## src/rtl/bsp_pkg.sv

```systemverilog
package bsp_pkg;

    localparam int MAGIC_LEN = 13;
    localparam int GZ_LEN    = 3;

    typedef enum logic [2:0] {
        ST_MAGIC = 3'd0,
        ST_TYPE  = 3'd1,
        ST_LEN   = 3'd2,
        ST_SKIP  = 3'd3,
        ST_PAY   = 3'd4,
        ST_DONE  = 3'd5,
        ST_FAIL  = 3'd6,
        ST_GZIP  = 3'd7
    } bsp_state_e;

endpackage

```

## src/rtl/bsp_magic_rom.sv

```systemverilog
module bsp_magic_rom #(
    parameter int IDX_W = 4
) (
    input  logic [IDX_W-1:0] idx,
    input  logic [7:0]       byte_i,
    output logic             magic_ok,
    output logic             magic_last,
    output logic             gzip_ok,
    output logic             gzip_last
);
    import bsp_pkg::*;

    logic [7:0] magic_exp;
    logic [7:0] gzip_exp;

    // Signature: 00 09, four repeats of 0F F0, then 00 00 01
    always_comb begin
        if (idx == IDX_W'(0))
            magic_exp = 8'h00;
        else if (idx == IDX_W'(1))
            magic_exp = 8'h09;
        else if (idx <= IDX_W'(9))
            magic_exp = idx[0] ? 8'hF0 : 8'h0F;
        else if (idx == IDX_W'(MAGIC_LEN - 1))
            magic_exp = 8'h01;
        else
            magic_exp = 8'h00;
    end

    always_comb begin
        case (idx)
            IDX_W'(0): gzip_exp = 8'h1F;
            IDX_W'(1): gzip_exp = 8'h8B;
            default:   gzip_exp = 8'h08;
        endcase
    end

    assign magic_ok   = (byte_i == magic_exp);
    assign magic_last = (idx == IDX_W'(MAGIC_LEN - 1));
    assign gzip_ok    = (byte_i == gzip_exp);
    assign gzip_last  = (idx == IDX_W'(GZ_LEN - 1));

endmodule

```

## src/rtl/bsp_type_dec.sv

```systemverilog
module bsp_type_dec (
    input  logic [7:0] byte_i,
    input  logic [2:0] sel,
    output logic       type_ok,
    output logic       type_long,
    output logic       type_hit
);
    localparam logic [7:0] FIRST_T = 8'h61;
    localparam logic [7:0] LAST_T  = 8'h65;

    logic [7:0] want;

    assign want      = FIRST_T + {5'd0, sel};
    assign type_ok   = (byte_i >= FIRST_T) && (byte_i <= LAST_T);
    assign type_long = (byte_i == LAST_T);
    assign type_hit  = type_ok && (byte_i == want);

endmodule

```

## src/rtl/bsp_pay_port.sv

```systemverilog
module bsp_pay_port #(
    parameter int DW = 8
) (
    input  logic          active,
    input  logic          in_valid,
    input  logic [DW-1:0] in_data,
    input  logic          out_ready,
    output logic          out_valid,
    output logic [DW-1:0] out_data,
    output logic          ready_o
);
    assign out_valid = active && in_valid;
    assign out_data  = active ? in_data : '0;
    assign ready_o   = active && out_ready;

endmodule

```

## src/rtl/bitfile_section_parser.sv

```systemverilog
module bitfile_section_parser #(
    parameter int SEARCH_LIMIT = 100,
    parameter int LEN_W        = 32
) (
    input  logic             clk,
    input  logic             rst_n,
    input  logic [2:0]       sect_sel,
    input  logic             in_valid,
    input  logic [7:0]       in_data,
    output logic             in_ready,
    output logic             out_valid,
    output logic [7:0]       out_data,
    input  logic             out_ready,
    output logic             found,
    output logic [LEN_W-1:0] pay_len,
    output logic             err,
    output logic             compressed
);
    import bsp_pkg::*;

    localparam int IDX_W = $clog2(MAGIC_LEN);
    localparam int CNT_W = $clog2(SEARCH_LIMIT + 1);
    localparam logic [CNT_W-1:0] LIM_C = CNT_W'(SEARCH_LIMIT);

    typedef struct packed {
        bsp_state_e       st;
        logic [IDX_W-1:0] idx;
        logic             gz;
        logic             is_long;
        logic             hit;
        logic [2:0]       lrem;
        logic [LEN_W-1:0] len;
        logic [LEN_W-1:0] rem;
        logic [CNT_W-1:0] cnt;
    } regs_t;

    localparam regs_t RST_V = '{st: ST_MAGIC, idx: '0, gz: 1'b0, is_long: 1'b0,
                                hit: 1'b0, lrem: '0, len: '0, rem: '0, cnt: '0};

    regs_t r_q, r_d;

    logic magic_ok, magic_last, gzip_ok, gzip_last;
    logic type_ok, type_long, type_hit;
    logic pay_ready, walk_ready, acc;
    logic [CNT_W-1:0] cnt_nx;
    logic [LEN_W-1:0] len_nx;

    bsp_magic_rom #(.IDX_W(IDX_W)) u_magic (
        .idx        (r_q.idx),
        .byte_i     (in_data),
        .magic_ok   (magic_ok),
        .magic_last (magic_last),
        .gzip_ok    (gzip_ok),
        .gzip_last  (gzip_last)
    );

    bsp_type_dec u_type (
        .byte_i    (in_data),
        .sel       (sect_sel),
        .type_ok   (type_ok),
        .type_long (type_long),
        .type_hit  (type_hit)
    );

    bsp_pay_port #(.DW(8)) u_pay (
        .active    (r_q.st == ST_PAY),
        .in_valid  (in_valid),
        .in_data   (in_data),
        .out_ready (out_ready),
        .out_valid (out_valid),
        .out_data  (out_data),
        .ready_o   (pay_ready)
    );

    assign walk_ready = (r_q.st == ST_MAGIC) || (r_q.st == ST_TYPE) ||
                        (r_q.st == ST_LEN)   || (r_q.st == ST_SKIP);
    assign in_ready   = walk_ready || pay_ready;
    assign acc        = in_valid && in_ready;
    assign cnt_nx     = r_q.cnt + CNT_W'(1);
    assign len_nx     = {r_q.len[LEN_W-9:0], in_data};

    always_comb begin
        r_d = r_q;
        if (acc) begin
            case (r_q.st)
                ST_MAGIC: begin
                    if (r_q.idx == '0) begin
                        if (magic_ok) begin
                            r_d.idx = r_q.idx + IDX_W'(1);
                        end else if (gzip_ok) begin
                            r_d.gz  = 1'b1;
                            r_d.idx = r_q.idx + IDX_W'(1);
                        end else begin
                            r_d.st = ST_FAIL;
                        end
                    end else if (r_q.gz) begin
                        if (!gzip_ok)       r_d.st = ST_FAIL;
                        else if (gzip_last) r_d.st = ST_GZIP;
                        else                r_d.idx = r_q.idx + IDX_W'(1);
                    end else begin
                        if (!magic_ok) begin
                            r_d.st = ST_FAIL;
                        end else if (magic_last) begin
                            r_d.st  = ST_TYPE;
                            r_d.cnt = '0;
                        end else begin
                            r_d.idx = r_q.idx + IDX_W'(1);
                        end
                    end
                end
                ST_TYPE: begin
                    r_d.cnt = cnt_nx;
                    if (!type_ok || cnt_nx == LIM_C) begin
                        r_d.st = ST_FAIL;
                    end else begin
                        r_d.st      = ST_LEN;
                        r_d.is_long = type_long;
                        r_d.hit     = type_hit;
                        r_d.lrem    = type_long ? 3'd4 : 3'd2;
                        r_d.len     = '0;
                    end
                end
                ST_LEN: begin
                    r_d.cnt  = cnt_nx;
                    r_d.len  = len_nx;
                    r_d.lrem = r_q.lrem - 3'd1;
                    if (r_q.lrem == 3'd1) begin
                        if (!r_q.is_long && len_nx[LEN_W-1:8] != '0) begin
                            r_d.st = ST_FAIL;
                        end else if (r_q.hit) begin
                            r_d.rem = len_nx;
                            r_d.st  = (len_nx == '0) ? ST_DONE : ST_PAY;
                        end else if (cnt_nx == LIM_C) begin
                            r_d.st = ST_FAIL;
                        end else if (len_nx == '0) begin
                            r_d.st = ST_TYPE;
                        end else begin
                            r_d.rem = len_nx;
                            r_d.st  = ST_SKIP;
                        end
                    end else if (cnt_nx == LIM_C) begin
                        r_d.st = ST_FAIL;
                    end
                end
                ST_SKIP: begin
                    r_d.cnt = cnt_nx;
                    r_d.rem = r_q.rem - LEN_W'(1);
                    if (cnt_nx == LIM_C)           r_d.st = ST_FAIL;
                    else if (r_q.rem == LEN_W'(1)) r_d.st = ST_TYPE;
                end
                ST_PAY: begin
                    r_d.rem = r_q.rem - LEN_W'(1);
                    if (r_q.rem == LEN_W'(1)) r_d.st = ST_DONE;
                end
                default: ;
            endcase
        end
    end

    always_ff @(posedge clk) begin
        if (!rst_n) r_q <= RST_V;
        else        r_q <= r_d;
    end

    assign found      = (r_q.st == ST_PAY) || (r_q.st == ST_DONE);
    assign pay_len    = found ? r_q.len : '0;
    assign err        = (r_q.st == ST_FAIL);
    assign compressed = (r_q.st == ST_GZIP);

endmodule

```

## config.mk

```make
export PLATFORM = sky130hd
export DESIGN_NAME = bitfile_section_parser
export DESIGN_NICKNAME = d
export VERILOG_FILES = /design/src/rtl/bsp_pkg.sv /design/src/rtl/bsp_magic_rom.sv /design/src/rtl/bsp_type_dec.sv /design/src/rtl/bsp_pay_port.sv /design/src/rtl/bitfile_section_parser.sv
export SDC_FILE = /design/constraint.sdc
export NUM_CORES = 1
export LEC_CHECK = 0
export BUFFER_PORTS_ARGS = -buffer_cell sky130_fd_sc_hd__buf_2
export CAP_MARGIN = 15
export CORE_MARGIN = 2
export CORE_UTILIZATION = 35
export CTS_CLUSTER_SIZE = 14
export DETAILED_ROUTE_END_ITERATION = 8
export PLACE_DENSITY_LB_ADDON = 0.25
export SKIP_CTS_REPAIR_TIMING = 1
export SYNTH_ARGS = -nofsm -noshare
export SYNTH_HDL_FRONTEND = slang
export SYNTH_SLANG_ARGS = --single-unit
```

## constraint.sdc

```tcl
create_clock -name clk -period 5.55 [get_ports clk]
set_input_delay 0.8325 -clock clk [delete_from_list [all_inputs] [get_ports clk]]
set_output_delay 0.8325 -clock clk [all_outputs]
set_load 0.02 [all_outputs]
```

==> metrics.md <==
| Metric | Value |
|---|---|
| Type of the worst min-delay path | `flip-flop to flip-flop` |
| Number of buffers created by CTS | `9` |
| Vias after detailed routing | `5286` |
| Number of buffers on the longest clock path | `2` |
| Pre-CTS worst setup slack | `1850 ps` |
| Post-synth net total | `714` |
| Clock tree skew after final layout | `14.3 ps` |
| Flip-flop and latch count after synthesis | `84` |
| CTS tree | `done` |
| Slack of the worst reg-to-reg path | `2350 ps` |
| RD Place Congestion | `0.855` |
| Maximum number of pins on one net before global-route repair | `51` |
| Dominant cell by count in the synthesized netlist | `sky130_fd_sc_hd__nor2_1` |
| CP max-delay cell | `sky130_fd_sc_hd__nand2_1` |
| Worst setup path category | `flip-flop to flip-flop` |
| Layout-stage area growth over the synthesis result | `13.2%` |
| Leakage | `2.29 nW` |
| Maximum operating frequency | `312 MHz` |
| Post-synth top cells | `sky130_fd_sc_hd__nor2_1 (96), sky130_fd_sc_hd__dfxtp_1 (84), sky130_fd_sc_hd__nand2_1 (65), sky130_fd_sc_hd__a21oi_1 (55), sky130_fd_sc_hd__and2_1 (49)` |
| Overall die area | `15700 um2` |
| Initial antenna violation count | `0` |
| Wire length of the first global-routing pass | `25.9 mm` |
| Pin slew with the least headroom to its limit | `1010 ps` |
| Sequential share of the synthesized area | `32.6%` |
| TritonRoute pass-1 iters | `5` |
| Vias per inst | `5.85` |
| Core region area | `14500 um2` |
| Die Span Y | `125 um` |
| H-tree depth | `3` |
| Setup repair after global routing missed its margin | `no` |
| Share of the cycle needed by the critical path after routing | `57.7%` |
| Max-cap viol count | `0` |
| TritonCTS sink count | `84` |
| Max Slew Vio Count | `0` |
| Run status | `completed` |
| Number of I/O port buffers | `59` |
| CP arrival | `3440 ps` |
| Area fraction of the dominant cell type after synthesis | `32.6%` |
| FFs w/ async S/R, synth | `0%` |
| Standard-cell row count | `44` |
| Fraction of layout cells with a size suffix above 1 | `14.6%` |
| Synth area leader | `sky130_fd_sc_hd__dfxtp_1` |
| Number of global-route vias before repair | `4909` |
| DRT iter0 DRCs | `460` |
| Starting Density | `35.7%` |
| Endpoint class of the critical path | `flip-flop` |
| Final ANT Viol Nets | `0` |
| Worst path max stage delay | `760 ps` |
| Main synth FF type | `sky130_fd_sc_hd__dfxtp_1` |
| Aggregate negative setup slack | `0 ps` |
| Total power density per cell area | `417 nW/um2` |
| Final worst setup slack | `2350 ps` |
| Critical-path maximum fanout | `34` |
| Layout net count | `741` |
| Max IR drop VDD | `0.000184 V` |
| Library cells used by synthesis | `67` |
| Total routing usage reported by global routing | `20.2%` |
| Post-detailed-route DRC marker count | `0` |
| Kind of cell with the highest combined delay on the critical path | `simple AND/OR/NAND/NOR gates` |
| YS warnings | `0` |
| Average detailed-routed wire length per instance | `17.9 um` |
| Nature of the critical path startpoint | `flip-flop` |
| Number of endpoints with negative hold slack in the final report | `0` |
| Min Tclk post-route | `3200 ps` |
| Die width | `125 um` |
| Number of placed I/O pins | `60` |
| EDFF count, synth | `0` |
| Antenna diode count | `0` |
| Setup Viol. Count Final | `0` |
| Cell Chain, Critical Path | `nor2b_1, and3_1, buf_4, o211ai_1, nand2_1, o21ai_0, a221oi_1` |
| Filler Cells Inserted | `1495` |
| Detailed placer's ending HPWL | `10.7 mm` |
| Data required time at the worst endpoint | `5790 ps` |
| Synth area leaders | `sky130_fd_sc_hd__dfxtp_1 (33%), sky130_fd_sc_hd__nor2_1 (7.0%), sky130_fd_sc_hd__and2_1 (5.9%)` |
| Wire length reported by the detailed router | `16.2 mm` |
| Cell area after synthesis | `5160 um2` |
| Max-slew headroom | `32.6%` |
| Post-CTS clock slew at the launch and capture registers of the worst setup and hold paths | `70 ps` |
| Skew-Pair Late Insertion Delay | `350 ps` |
| Gate count of the mapped netlist | `688` |
| WP buf/inv | `1` |
| Total grt overflow | `0` |
| Clock root cell | `sky130_fd_sc_hd__clkbuf_16` |
| Mean instance size in the synthesized netlist | `7.51 um2` |
flip-flops by register name, summed over array words and instances (netlist names):
signal / flops
len_nx: 24
r_q: 60
worst reg2reg max path: stages (launching register included):
cell	delay, ps
sky130_fd_sc_hd__dfxtp_1	560
sky130_fd_sc_hd__nor2b_1	480
sky130_fd_sc_hd__and3_1	240
sky130_fd_sc_hd__buf_4	340
sky130_fd_sc_hd__o211ai_1	170
sky130_fd_sc_hd__nand2_1	760
sky130_fd_sc_hd__o21ai_0	210
sky130_fd_sc_hd__a221oi_1	330
per-layer routing:
metal | global-route usage [%] | part of all wire [%] | wire length [um] | up-vias
li1 | - | - | - | 2543
met1 | 27.4 | 46 | 7480 | 2537
met2 | 32.0 | 46 | 7420 | 180
met3 | 3.12 | 5.0 | 810 | 26
met4 | 8.30 | 2.8 | 452 | 0
met5 | 0 | 0 | 0 | -
cell type report:
cell class              count  area, um2  area share, %
multi-input cells         539       3210           54.9
flip-flops and latches     84       1680           28.8
repair buffers             67        363           6.21
well taps                 184        230           3.94
clock buffers               9        225           3.85
clock inverters             7       81.3           1.39
inverters                  14       52.6          0.899
final timing paths:
kind,start,to,cells past startpoint
hold reg to reg,r_q[73],r_q[73],2
setup / recovery,r_q[82],r_q[7],7
setup reg to reg,r_q[82],r_q[7],7
hold / removal,r_q[73],r_q[73],2
metrics by stage:
stage | instances | hold slack [ps] | util, % | instance area [um2] | total power [mW]
floorplan | 688 | 430 | - | 5160 | 1.53
global placement | 887 | 440 | 38.1 | 5520 | 1.77
detailed placement | 887 | 461 | 38.1 | 5520 | 1.79
CTS | 903 | 470 | 40.3 | 5830 | 2.42
global route | 904 | 492 | 40.4 | 5840 | 2.59
finish | 904 | 466 | 40.4 | 5840 | 2.44
kinds of logic (layout without fill, tap and decap cells):
group,count (synthesis),in the layout,synth area share [%]
buffers and inverters,65,97,5.50
muxes,4,4,0.799
DFF,84,84,32.6
and+or+nand+nor,304,304,29.2
adders and majority gates,11,11,2.66
AOI/OAI and AO/OA,215,215,28.5
xor gates and xnor gates,5,5,0.848
layout by cell type, fill, tap and decap left out, types with 14 or more instances in the layout:
master and count:
sky130_fd_sc_hd__nor2_1 96, sky130_fd_sc_hd__dfxtp_1 84, sky130_fd_sc_hd__nand2_1 65, sky130_fd_sc_hd__buf_2 59, sky130_fd_sc_hd__a21oi_1 54, sky130_fd_sc_hd__and2_1 49, sky130_fd_sc_hd__o21ai_0 41, sky130_fd_sc_hd__a22oi_1 33
sky130_fd_sc_hd__nand3_1 16, sky130_fd_sc_hd__nor4_1 15, sky130_fd_sc_hd__nor3_1 14
where the power goes:
part | internal, mW | total, mW | switching [mW] | leakage [nW]
sequential | 0.653 | 0.735 | 0.0814 | 0.679
combinational | 0.343 | 1.07 | 0.727 | 1.47
clock | 0.355 | 0.631 | 0.276 | 0.147
Note: power is estimated with default switching activity, not from simulation.
